===== config.mk =====
export PLATFORM = sky130hd
export DESIGN_NAME = berr_exc_ctrl
export DESIGN_NICKNAME = d
export VERILOG_FILES = /design/src/rtl/berr_pkg.sv /design/src/rtl/berr_pf_tracker.sv /design/src/rtl/berr_wr_defer.sv /design/src/rtl/berr_deliver.sv /design/src/rtl/berr_exc_ctrl.sv
export SDC_FILE = /design/constraint.sdc
export NUM_CORES = 1
export LEC_CHECK = 0
export ABC_AREA = 1
export BUFFER_PORTS_ARGS = -buffer_cell sky130_fd_sc_hd__buf_2
export CAP_MARGIN = 5
export CORE_MARGIN = 5
export CORE_UTILIZATION = 60
export DETAILED_ROUTE_END_ITERATION = 16
export PLACE_DENSITY_LB_ADDON = 0.08
export REMOVE_ABC_BUFFERS = 1
export SLEW_MARGIN = 20
export SYNTH_ARGS = -nofsm -noshare
export SYNTH_HDL_FRONTEND = slang
export SYNTH_SLANG_ARGS = --single-unit

===== constraint.sdc =====
create_clock -name clk -period 3 [get_ports clk]
set_input_delay 0.3 -clock clk [delete_from_list [all_inputs] [get_ports clk]]
set_output_delay 0.3 -clock clk [all_outputs]
set_load 0.05 [all_outputs]

===== src/rtl/berr_pkg.sv =====
package berr_pkg;

    typedef enum logic [1:0] {
        ACC_PREFETCH = 2'd0,
        ACC_READ     = 2'd1,
        ACC_WRITE    = 2'd2,
        ACC_RELWR    = 2'd3
    } acc_kind_e;

    typedef struct packed {
        acc_kind_e  kind;
        logic       is_read;
        logic [1:0] size;
        logic [2:0] fc;
    } fault_attr_t;

    localparam logic [7:0] BERR_VECTOR = 8'd2;

    function automatic logic kind_is_read(acc_kind_e k);
        return (k == ACC_PREFETCH) || (k == ACC_READ);
    endfunction

    function automatic logic kind_is_immediate(acc_kind_e k);
        return (k == ACC_READ) || (k == ACC_WRITE);
    endfunction

endpackage


===== src/rtl/berr_pf_tracker.sv =====
module berr_pf_tracker
    import berr_pkg::*;
#(
    parameter int ADDR_W   = 32,
    parameter int PF_SLOTS = 4,
    localparam int SLOT_W  = (PF_SLOTS > 1) ? $clog2(PF_SLOTS) : 1
) (
    input  logic              clk,
    input  logic              rst,
    input  logic              cap_en,
    input  logic [SLOT_W-1:0] cap_slot,
    input  fault_attr_t       cap_attr,
    input  logic [ADDR_W-1:0] cap_addr,
    input  logic              use_en,
    input  logic [SLOT_W-1:0] use_slot,
    input  logic              flush,
    input  logic              take,
    output logic              avail,
    output fault_attr_t       out_attr,
    output logic [ADDR_W-1:0] out_addr
);

    logic [PF_SLOTS-1:0] pend_q, due_q, ready;
    fault_attr_t         attr_q [PF_SLOTS];
    logic [ADDR_W-1:0]   addr_q [PF_SLOTS];
    logic [SLOT_W-1:0]   sel;
    logic                use_now;

    assign use_now = use_en && !flush;

    // a slot is ready when consumed earlier (due) or consumed right now
    always_comb begin
        for (int i = 0; i < PF_SLOTS; i++) begin
            ready[i] = due_q[i] || (use_now && (use_slot == SLOT_W'(i)) && pend_q[i]);
        end
    end

    // lowest ready slot wins
    always_comb begin
        sel = '0;
        for (int i = PF_SLOTS - 1; i >= 0; i--) begin
            if (ready[i]) sel = SLOT_W'(i);
        end
    end

    assign avail    = |ready;
    assign out_attr = attr_q[sel];
    assign out_addr = addr_q[sel];

    for (genvar g = 0; g < PF_SLOTS; g++) begin : g_slot
        logic hit_use;
        assign hit_use = use_now && (use_slot == SLOT_W'(g)) && pend_q[g];

        always_ff @(posedge clk) begin
            if (rst) begin
                pend_q[g] <= 1'b0;
                due_q[g]  <= 1'b0;
                attr_q[g] <= '0;
                addr_q[g] <= '0;
            end else begin
                if (flush || hit_use) pend_q[g] <= 1'b0;
                if (cap_en && (cap_slot == SLOT_W'(g))) begin
                    pend_q[g] <= 1'b1;
                    attr_q[g] <= cap_attr;
                    addr_q[g] <= cap_addr;
                end
                if (take && (sel == SLOT_W'(g))) due_q[g] <= 1'b0;
                else if (hit_use)                due_q[g] <= 1'b1;
            end
        end
    end

endmodule


===== src/rtl/berr_wr_defer.sv =====
module berr_wr_defer
    import berr_pkg::*;
#(
    parameter int ADDR_W = 32
) (
    input  logic              clk,
    input  logic              rst,
    input  logic              cap_en,
    input  fault_attr_t       cap_attr,
    input  logic [ADDR_W-1:0] cap_addr,
    input  logic              strobe,
    input  logic              take,
    output logic              avail,
    output fault_attr_t       out_attr,
    output logic [ADDR_W-1:0] out_addr
);

    logic pend_q, due_q;

    // released only by a strobe seen after capture
    assign avail = due_q || (pend_q && strobe);

    always_ff @(posedge clk) begin
        if (rst) begin
            pend_q   <= 1'b0;
            due_q    <= 1'b0;
            out_attr <= '0;
            out_addr <= '0;
        end else begin
            if (take) begin
                pend_q <= 1'b0;
                due_q  <= 1'b0;
            end else if (pend_q && strobe) begin
                due_q <= 1'b1;
            end
            // an older deferred fault is kept over a newer one
            if (cap_en && (take || !pend_q)) begin
                pend_q   <= 1'b1;
                due_q    <= 1'b0;
                out_attr <= cap_attr;
                out_addr <= cap_addr;
            end
        end
    end

endmodule


===== src/rtl/berr_deliver.sv =====
module berr_deliver
    import berr_pkg::*;
#(
    parameter int ADDR_W = 32
) (
    input  logic              clk,
    input  logic              rst,
    input  logic              ev_valid,
    input  fault_attr_t       ev_attr,
    input  logic [ADDR_W-1:0] ev_addr,
    input  logic              ack,
    output logic              accept,
    output logic              busy,
    output logic              req,
    output fault_attr_t       rec_attr,
    output logic [ADDR_W-1:0] rec_addr
);

    logic              hold_v;
    fault_attr_t       hold_attr;
    logic [ADDR_W-1:0] hold_addr;
    logic              ack_ok;

    assign ack_ok = busy && ack && !req;
    assign accept = !busy || ack_ok || !hold_v;

    always_ff @(posedge clk) begin
        if (rst) begin
            busy      <= 1'b0;
            req       <= 1'b0;
            hold_v    <= 1'b0;
            rec_attr  <= '0;
            rec_addr  <= '0;
            hold_attr <= '0;
            hold_addr <= '0;
        end else begin
            req <= 1'b0;
            if (!busy) begin
                if (ev_valid) begin
                    rec_attr <= ev_attr;
                    rec_addr <= ev_addr;
                    busy     <= 1'b1;
                    req      <= 1'b1;
                end
            end else if (ack_ok) begin
                if (hold_v) begin
                    rec_attr <= hold_attr;
                    rec_addr <= hold_addr;
                    req      <= 1'b1;
                    hold_v   <= ev_valid;
                    if (ev_valid) begin
                        hold_attr <= ev_attr;
                        hold_addr <= ev_addr;
                    end
                end else if (ev_valid) begin
                    rec_attr <= ev_attr;
                    rec_addr <= ev_addr;
                    req      <= 1'b1;
                end else begin
                    busy <= 1'b0;
                end
            end else if (ev_valid && !hold_v) begin
                hold_attr <= ev_attr;
                hold_addr <= ev_addr;
                hold_v    <= 1'b1;
            end
        end
    end

endmodule


===== src/rtl/berr_exc_ctrl.sv =====
module berr_exc_ctrl
    import berr_pkg::*;
#(
    parameter int ADDR_W   = 32,
    parameter int PF_SLOTS = 4,
    localparam int SLOT_W  = (PF_SLOTS > 1) ? $clog2(PF_SLOTS) : 1
) (
    input  logic              clk,
    input  logic              rst,
    input  logic              err_ext,
    input  logic              err_mod,
    input  logic              err_wdog,
    input  logic              acc_valid,
    input  logic [1:0]        acc_kind,
    input  logic [1:0]        acc_size,
    input  logic [2:0]        acc_fc,
    input  logic [ADDR_W-1:0] acc_addr,
    input  logic [SLOT_W-1:0] acc_slot,
    input  logic              insn_boundary,
    input  logic              operand_attempt,
    input  logic              pf_use,
    input  logic [SLOT_W-1:0] pf_use_slot,
    input  logic              pf_flush,
    input  logic              crit_phase,
    input  logic              req_ack,
    output logic              exc_req,
    output logic [1:0]        rec_kind,
    output logic              rec_read,
    output logic [1:0]        rec_size,
    output logic [2:0]        rec_fc,
    output logic [ADDR_W-1:0] rec_addr,
    output logic [7:0]        vector_num,
    output logic              halted
);

    fault_attr_t       acc_attr, pf_attr, wr_attr, ev_attr, rec_attr;
    logic [ADDR_W-1:0] pf_addr, wr_addr, ev_addr;
    logic              faulted, halt_now, live_fault;
    logic              imm_v, pf_cap, wr_cap, pf_av, wr_av;
    logic              pf_take, wr_take, ev_valid, accept, dl_busy;

    assign faulted    = acc_valid && (err_ext || err_mod || err_wdog);
    assign halt_now   = faulted && crit_phase && !halted;
    assign live_fault = faulted && !crit_phase && !halted;

    always_comb begin
        acc_attr.kind    = acc_kind_e'(acc_kind);
        acc_attr.is_read = kind_is_read(acc_kind_e'(acc_kind));
        acc_attr.size    = acc_size;
        acc_attr.fc      = acc_fc;
    end

    assign imm_v  = live_fault && kind_is_immediate(acc_attr.kind);
    assign pf_cap = live_fault && (acc_attr.kind == ACC_PREFETCH);
    assign wr_cap = live_fault && (acc_attr.kind == ACC_RELWR);

    berr_pf_tracker #(.ADDR_W(ADDR_W), .PF_SLOTS(PF_SLOTS)) pf_i (
        .clk      (clk),
        .rst      (rst),
        .cap_en   (pf_cap),
        .cap_slot (acc_slot),
        .cap_attr (acc_attr),
        .cap_addr (acc_addr),
        .use_en   (pf_use),
        .use_slot (pf_use_slot),
        .flush    (pf_flush),
        .take     (pf_take),
        .avail    (pf_av),
        .out_attr (pf_attr),
        .out_addr (pf_addr)
    );

    berr_wr_defer #(.ADDR_W(ADDR_W)) wr_i (
        .clk      (clk),
        .rst      (rst),
        .cap_en   (wr_cap),
        .cap_attr (acc_attr),
        .cap_addr (acc_addr),
        .strobe   (insn_boundary || operand_attempt),
        .take     (wr_take),
        .avail    (wr_av),
        .out_attr (wr_attr),
        .out_addr (wr_addr)
    );

    // fixed priority: immediate, then deferred write, then prefetch use
    logic gate;
    assign gate     = !halted && !halt_now;
    assign ev_valid = gate && (imm_v || wr_av || pf_av);
    assign wr_take  = gate && accept && !imm_v && wr_av;
    assign pf_take  = gate && accept && !imm_v && !wr_av && pf_av;

    always_comb begin
        if (imm_v) begin
            ev_attr = acc_attr;
            ev_addr = acc_addr;
        end else if (wr_av) begin
            ev_attr = wr_attr;
            ev_addr = wr_addr;
        end else begin
            ev_attr = pf_attr;
            ev_addr = pf_addr;
        end
    end

    berr_deliver #(.ADDR_W(ADDR_W)) dl_i (
        .clk      (clk),
        .rst      (rst),
        .ev_valid (ev_valid),
        .ev_attr  (ev_attr),
        .ev_addr  (ev_addr),
        .ack      (req_ack && !halted),
        .accept   (accept),
        .busy     (dl_busy),
        .req      (exc_req),
        .rec_attr (rec_attr),
        .rec_addr (rec_addr)
    );

    always_ff @(posedge clk) begin
        if (rst)           halted <= 1'b0;
        else if (halt_now) halted <= 1'b1;
    end

    assign rec_kind   = rec_attr.kind;
    assign rec_read   = rec_attr.is_read;
    assign rec_size   = rec_attr.size;
    assign rec_fc     = rec_attr.fc;
    assign vector_num = BERR_VECTOR;

endmodule


**After elaboration in Yosys (flattened, before gate mapping)**

Memories as Yosys holds them, arrays and structs flattened.
Cells that the tools add are included.

- Equality and inequality tests: 15
- Multiplexer cells: 65
- Bitwise gates (word level): 8
- Reduce and logical (&&, ||, !) cells: 85

Operators with widths:

| kind | count |
|---|---|
| 2-to-1 mux 32 bit | 14 |
| 2-to-1 mux 8 bit | 14 |
| logical AND 1 bit | 38 |
| 2-to-1 mux 1 bit | 33 |
| logical OR 1 bit | 19 |
| equality test 2 bit, second input constant | 8 |
| nonzero test 2 bit | 6 |
| logical NOT 1 bit | 10 |
| equality test 2 x 1 -> 1 bit, second input constant | 4 |
| logical NOT 2 bit | 4 |
| 2-to-1 mux 2 bit | 4 |
| bitwise OR 1 bit | 8 |
| OR reduction 2 bit | 4 |
| != test 2 x 1 -> 1 bit, second input constant | 2 |
| AND reduction 4 bit | 1 |
| OR reduction 4 bit | 1 |
| OR reduction 3 bit | 1 |
| != test 2 bit, second input constant | 1 |
| AND reduction 2 bit | 1 |

- Output and inout port bits: 50
- Memories: 2
- Register bits after elaboration: 134
- Input bits: 55
- Word-level logic and storage cells: 204
- Bits in writable memories: 160

Memories:

| name | words | width | read ports | clocked after Yosys merged registers in | write ports | RTL line | source |
|---|---|---|---|---|---|---|---|
| pf_i.addr_q | 4 | 32 | 1 | 0 | 4 | berr_pf_tracker.sv:25 | `logic [ADDR_W-1:0] addr_q [PF_SLOTS];` |
| pf_i.attr_q | 4 | 8 | 1 | 0 | 4 | berr_pf_tracker.sv:24 | `fault_attr_t attr_q [PF_SLOTS];` |

**Longest topological paths before layout**

An unclocked memory read counts as a cell.

- Depth in word-level cells: 16
- Gate-level depth with buffers: 19
- Depth with buffers taken out: 17

**Cells and area by module**

A second synthesis with hierarchy kept.

- Cell total of the unflattened synthesis: 1934
- Area total of the unflattened synthesis: 15268.4 sq um

By module, submodules not included:

| module | sequential area each (sq um) | area an instance (sq um) | times used | cells each |
|---|---|---|---|---|
| berr_pf_tracker | 4964.8 | 7736.2 | 1 | 769 |
| berr_deliver | 1661.6 | 4076.4 | 1 | 595 |
| berr_wr_defer | 840.8 | 1954.4 | 1 | 274 |
| berr_exc_ctrl | 20.0 | 1501.4 | 1 | 296 |

**Least setup slack after synthesis**

OpenSTA, ideal clock, no wires.

- Kind: register -> register
- Start point: register halted
- End point: memory pf_i.addr_q[0][0], enable pin
- Arrival: 2.003 ns
- Data required time: 2.602 ns
- Cell stages (with the launch flop): 8
- Setup slack: 0.599 ns
- Path buffers: 0
- Period minus slack after synthesis: 2.401 ns
- Library setup time: 0.398 ns
- Path through: dfxtp_1 > nor2_1 > nand2_1 > nor2_1 > inv_1 > nor3_1 > inv_1 > nand2_1

RTL lines:

| element | RTL line | source |
|---|---|---|
| start, declared | berr_exc_ctrl.sv:33 | `output logic halted` |
| start signal, assigned | berr_exc_ctrl.sv:121 | `if (rst) halted <= 1'b0;` |
| start signal, assigned | berr_exc_ctrl.sv:122 | `else if (halt_now) halted <= 1'b1;` |
| end, declared | berr_pf_tracker.sv:25 |  |

**Worst setup path in the final report**

- Start point: register halted
- End point: register dl_i.rec_addr[27]

- Word-level cells in the longest chain between the ends: 10
- Elaborated cells on any way between the ends: 18
- Those cells by class: 1 x eq/ne; 5 x mux; 12 x reduce/logical

Ends and longest elaborated chain:

| element | RTL line | source |
|---|---|---|
| logical NOT 1 bit * | -- |  |
| logical AND 1 bit | berr_exc_ctrl.sv:44 | `assign live_fault = faulted && !crit_phase && !halted;` |
| logical AND 1 bit | berr_exc_ctrl.sv:53 | `assign imm_v = live_fault && kind_is_immediate(acc_attr.kind);` |
| logical OR 1 bit (2 in a row) | berr_exc_ctrl.sv:89 | `assign ev_valid = gate && (imm_v \|\| wr_av \|\| pf_av);` |
| logical AND 1 bit | berr_exc_ctrl.sv:89 |  |
| 2-to-1 mux 32 bit | berr_deliver.sv:39, berr_deliver.sv:55 |  |
| 2-to-1 mux 32 bit | berr_deliver.sv:46 | `if (hold_v) begin` |
| 2-to-1 mux 32 bit | berr_deliver.sv:45 | `end else if (ack_ok) begin` |
| 2-to-1 mux 32 bit | berr_deliver.sv:38 | `if (!busy) begin` |
| end signal, assigned | berr_deliver.sv:41 | `rec_addr <= ev_addr;` |
| end signal, assigned | berr_deliver.sv:48 | `rec_addr <= hold_addr;` |
| end signal, assigned | berr_deliver.sv:57 | `rec_addr <= ev_addr;` |
| end, declared | berr_deliver.sv:16 | `output logic [ADDR_W-1:0] rec_addr` |

Mark *: on every way between the ends. The rest lies on a longest branch, timed or not. The select of a mux whose other input is x is not followed.
A chain may end at the register's enable or synchronous reset.

==> results.md <==
- The number of antenna violations at the first check in global routing is 0.
- The first-pass iteration count of the detailed router is 5.
- The critical path is of the register to register type.
- The worst relative slew slack is 41.4%.
- The count of final setup violators is 0.
- The count of warnings emitted by yosys is 0.
- The post-detailed-routing wire length is 34.7 mm.
- The cell area after synthesis is 13,700 um2.
- In the final design database the tool counted 1,771 nets.
- Summing internal, switching and leakage power gives 8.99 mW.
- The buffers inserted during post-CTS setup optimization is 0.
- Across all setup checks in the final design, the least slack found is 0.607 ns.
- The endpoint of the worst setup timing path is dl_i.rec_addr[27]$_SDFFE_PP0P_.
- The leading cell type in the layout, fill and taps excluded is nand2_1.
- The met1 track demand over resource in global routing is 37.0%.
- The via count of the first global-routing pass is 11,000.
- Setup repair after global routing left no endpoint under its margin.
- Using the TritonRoute via totals, the vias-per-cell ratio works out to 5.61.
- The placement-stage worst setup slack is 0.357 ns.
- Across every metal layer, demand over resource in global routing totals 26.8%.
- The clock root buffer is clkbuf_16.
- The post-synthesis to final-layout area growth is 13.0%.
- Counting cells, the worst reg-to-reg path comes to 10.
- Synthesis handed over a netlist of 1,656 instances.
- Entering global routing, the biggest net connects 81 pins.
- The critical path capture point type is a register.
- The count of inserted antenna diode cells is 0.
- The launching element of the worst setup path is halted$_SDFFE_PP0P_.
- In this run the register-to-register setup slack is 0.61 ns.
- The critical path data arrival time is 2.81 ns.
- The flow ran to the end, and the final reports show no timing, DRC or antenna violations.
- The static leakage is 7.33 nW.
- The CTS tree is yes.
- The worst path uses 79.8% of the clock period.
- The initialized floorplan defines 55 standard-cell rows.
- The top achievable clock speed is 0.418 GHz.
- The congestion estimate from routability-driven global placement came to 0.820.
- The buffer levels on the longest clock path is 3.
- The count of pins over their slew limit was 0.
- The first-iteration detailed-routing DRC count is 1,197.
- The worst path in the final design needs a cycle of 2.39 ns, including I/O delays and setup.
- For this design, the CTS-stage hold fixing added 0 buffers.
- The number of remaining DRC errors is 0.
- The library cells used most frequently in the layout, excluding fill and tap cells, are nand2_1, a21oi_1, nor2_1.
- The worst register-to-register path ends at dl_i.rec_addr[27]$_SDFFE_PP0P_.
- The tightest min-delay check is of the primary input to register type.
- The power density of the placed cells is 582 nW/um2.
- Summed over all nets, the half-perimeter wirelength after detailed placement is 20.2 mm.
- Global routing consumed, on the met3 layer, 3.90% of the routing resources.
- The startpoint identified for the worst hold timing path is acc_addr[0].
- The via count is 11,400.
- The required time of the critical path is 3.42 ns.
- Global routing used 44.4% of the available met2 tracks.
- The first global-routing pass estimated 56.7 mm of wire.
- Of the cells placed in the final design, the portion with a size suffix greater than 1 is 15.3%.
- At the later pin of the worst-skew pair, clock insertion delay measures 0.51 ns.
- Across the routed clock network, the largest skew measured is 0.0217 ns.
- The core region is 22,500 um2.
- The critical-path cell with the highest stage delay is buf_4.
- Traced cell by cell, the critical path runs through nor2_1 -> nand3_2 -> nand2_1 -> o21ai_4 -> inv_2 -> buf_4 -> nand2_1 -> nand2_1 -> nand2_1 -> a21oi_1.
- Synthesis inferred 294 register bits.
- The overflow left after global routing is 0.
- After global routing, the most crowded layer is met2.
- At the pin with the least slew margin, the transition time is 0.879 ns.
- The die footprint is 25,900 um2.
- The starting utilization of the core area is 60.7%.
- The count of different cell masters after synthesis is 37.
- 105 I/O pins were placed.
- The clock-pin slew reported for the worst setup and hold paths after clock tree synthesis is 0.06 ns.
- The number of buffers created by CTS is 34.
- The H-tree generated during clock tree synthesis spans 2 levels.
- The height of the die is 161 um.
- Of all nets on the critical path, the largest fanout is 40.
- The total count of hold-check failures in the final report was 0.
- Once the clock tree was built, the resizer swapped 0 gates to a different size.
- The element type at the critical path start is a register.
- The largest single stage delay on the critical path is 0.45 ns.
- The final routed wire length divided by cell count is 17.1 um.
- The floorplan step set the die width to 161 um.
- The share of synthesized area occupied by flip-flops and latches is 54.8%.
- The number of clock sinks is 294.
- The remaining antenna violation count is 0.
- Counting stages on the worst path, the most repeated cell is nand2_1.
- The per-instance average area after synthesis is 8.25 um2.
- VDD sags by at most 0.000419 V.
- The startpoint identified for the worst register-to-register timing path is halted$_SDFFE_PP0P_.
- The max capacitance violation total is 0.
- The setup TNS after final layout is 0 ns.
- During placement, the flow inserted port buffers numbering 96.
[power breakdown]
part | total (mW) | internal [mW] | switching, mW
registers | 4.39 | 4.35 | 0.0427
clock network | 3.87 | 2.27 | 1.60
logic | 0.725 | 0.192 | 0.533
[sequential cells by signal, summed over array words and instances (netlist names)]
name and cells:
pf_i.pend_q 4, dl_i.hold_v 1, wr_i.due_q 1, pf_i.attr_q 32
wr_i.out_attr 8, pf_i.addr_q 128, dl_i.req 1, wr_i.pend_q 1
dl_i.rec_addr 32, dl_i.hold_addr 32, dl_i.hold_attr 8, dl_i.busy 1
wr_i.out_addr 32, pf_i.due_q 4, halted 1, dl_i.rec_attr 8
[critical path: cells and delay by family, from the launching register on]
kind	cells	cell delay, ns
buf+inv	2	0.53
simple gates	6	1.23
compound gates	2	0.22
flops	1	0.33
[area by class of cell]
| class | instances | area (um2) |
|---|---|---|
| clock buffers | 49 | 978 |
| clock inverters | 11 | 57.6 |
| fillers | 1832 | 7060 |
| inverters | 158 | 593 |
| multi-input cells | 1095 | 5060 |
| flip-flops and latches | 294 | 7490 |
| well taps | 285 | 357 |
| repair buffers | 130 | 911 |
[cell usage after synthesis (all sizes together)]
master  instances  share of area, %
buf            62               2.8
ha              3              0.27
nand4           5              0.23
o211ai          1             0.055
dfxtp         134                20
clkinv          2             0.055
clkbuf         53               1.5
a21oi         208               7.6
o31a            1             0.064
nand2         390                11
conb            2             0.055
o21bai          2              0.11
a211oi          3              0.16
nand3         162               6.4
or2            33               1.5
inv           156               4.3
nor3            4              0.15
a31oi           1             0.046
o21ai          93               3.5
nor2          180               5.2
edfxtp        160                35
nand3b          1             0.055
[worst min path at each step]
| stage | slack, ns | cells past startpoint | to |
|---|---|---|---|
| after floorplan | 0.37 | 1 | dl_i.hold_v$_SDFFE_PP0P_ |
| after global placement | 0.45 | 2 | wr_i.out_attr[5]$_SDFFE_PP0P_ |
| after detailed placement | 0.46 | 2 | wr_i.out_attr[5]$_SDFFE_PP0P_ |
| after CTS | 0.1 | 3 | wr_i.out_addr[0]$_SDFFE_PP0P_ |
| after global routing | 0.12 | 3 | halted$_SDFFE_PP0P_ |
| final | 0.11 | 3 | wr_i.out_addr[0]$_SDFFE_PP0P_ |
[kinds of logic (layout without fill, tap and decap cells)]
kind of cell | Yosys count | in the layout | synth area share, %
AOI/OAI and AO/OA | 309 | 309 | 11.5
other | 2 | 8 | 0.0549
and+or+nand+nor | 775 | 775 | 24.8
buffers and inverters | 273 | 348 | 8.55
DFF | 294 | 294 | 54.8
adders and majority gates | 3 | 3 | 0.275
[stage by stage]
step           util (%)  hold slack (ns)  std cells  cell area, um2
3_5_place_dp       64.0            0.457       1962           14400
4_1_cts            68.6           0.0971       2022           15400
2_1_floorplan         -            0.369       1547           13100
6_report           68.6            0.112       2022           15400
5_1_grt            68.6            0.118       2022           15400
3_3_place_gp       64.0            0.449       1962           14400
[per-layer routing]
metal	vias up	share of wire (%)
li1	5518	-
met1	5328	43
met2	444	47
met3	60	8.2
met4	0	2.1
met5	-	0
(Power assumes the default switching activity.)
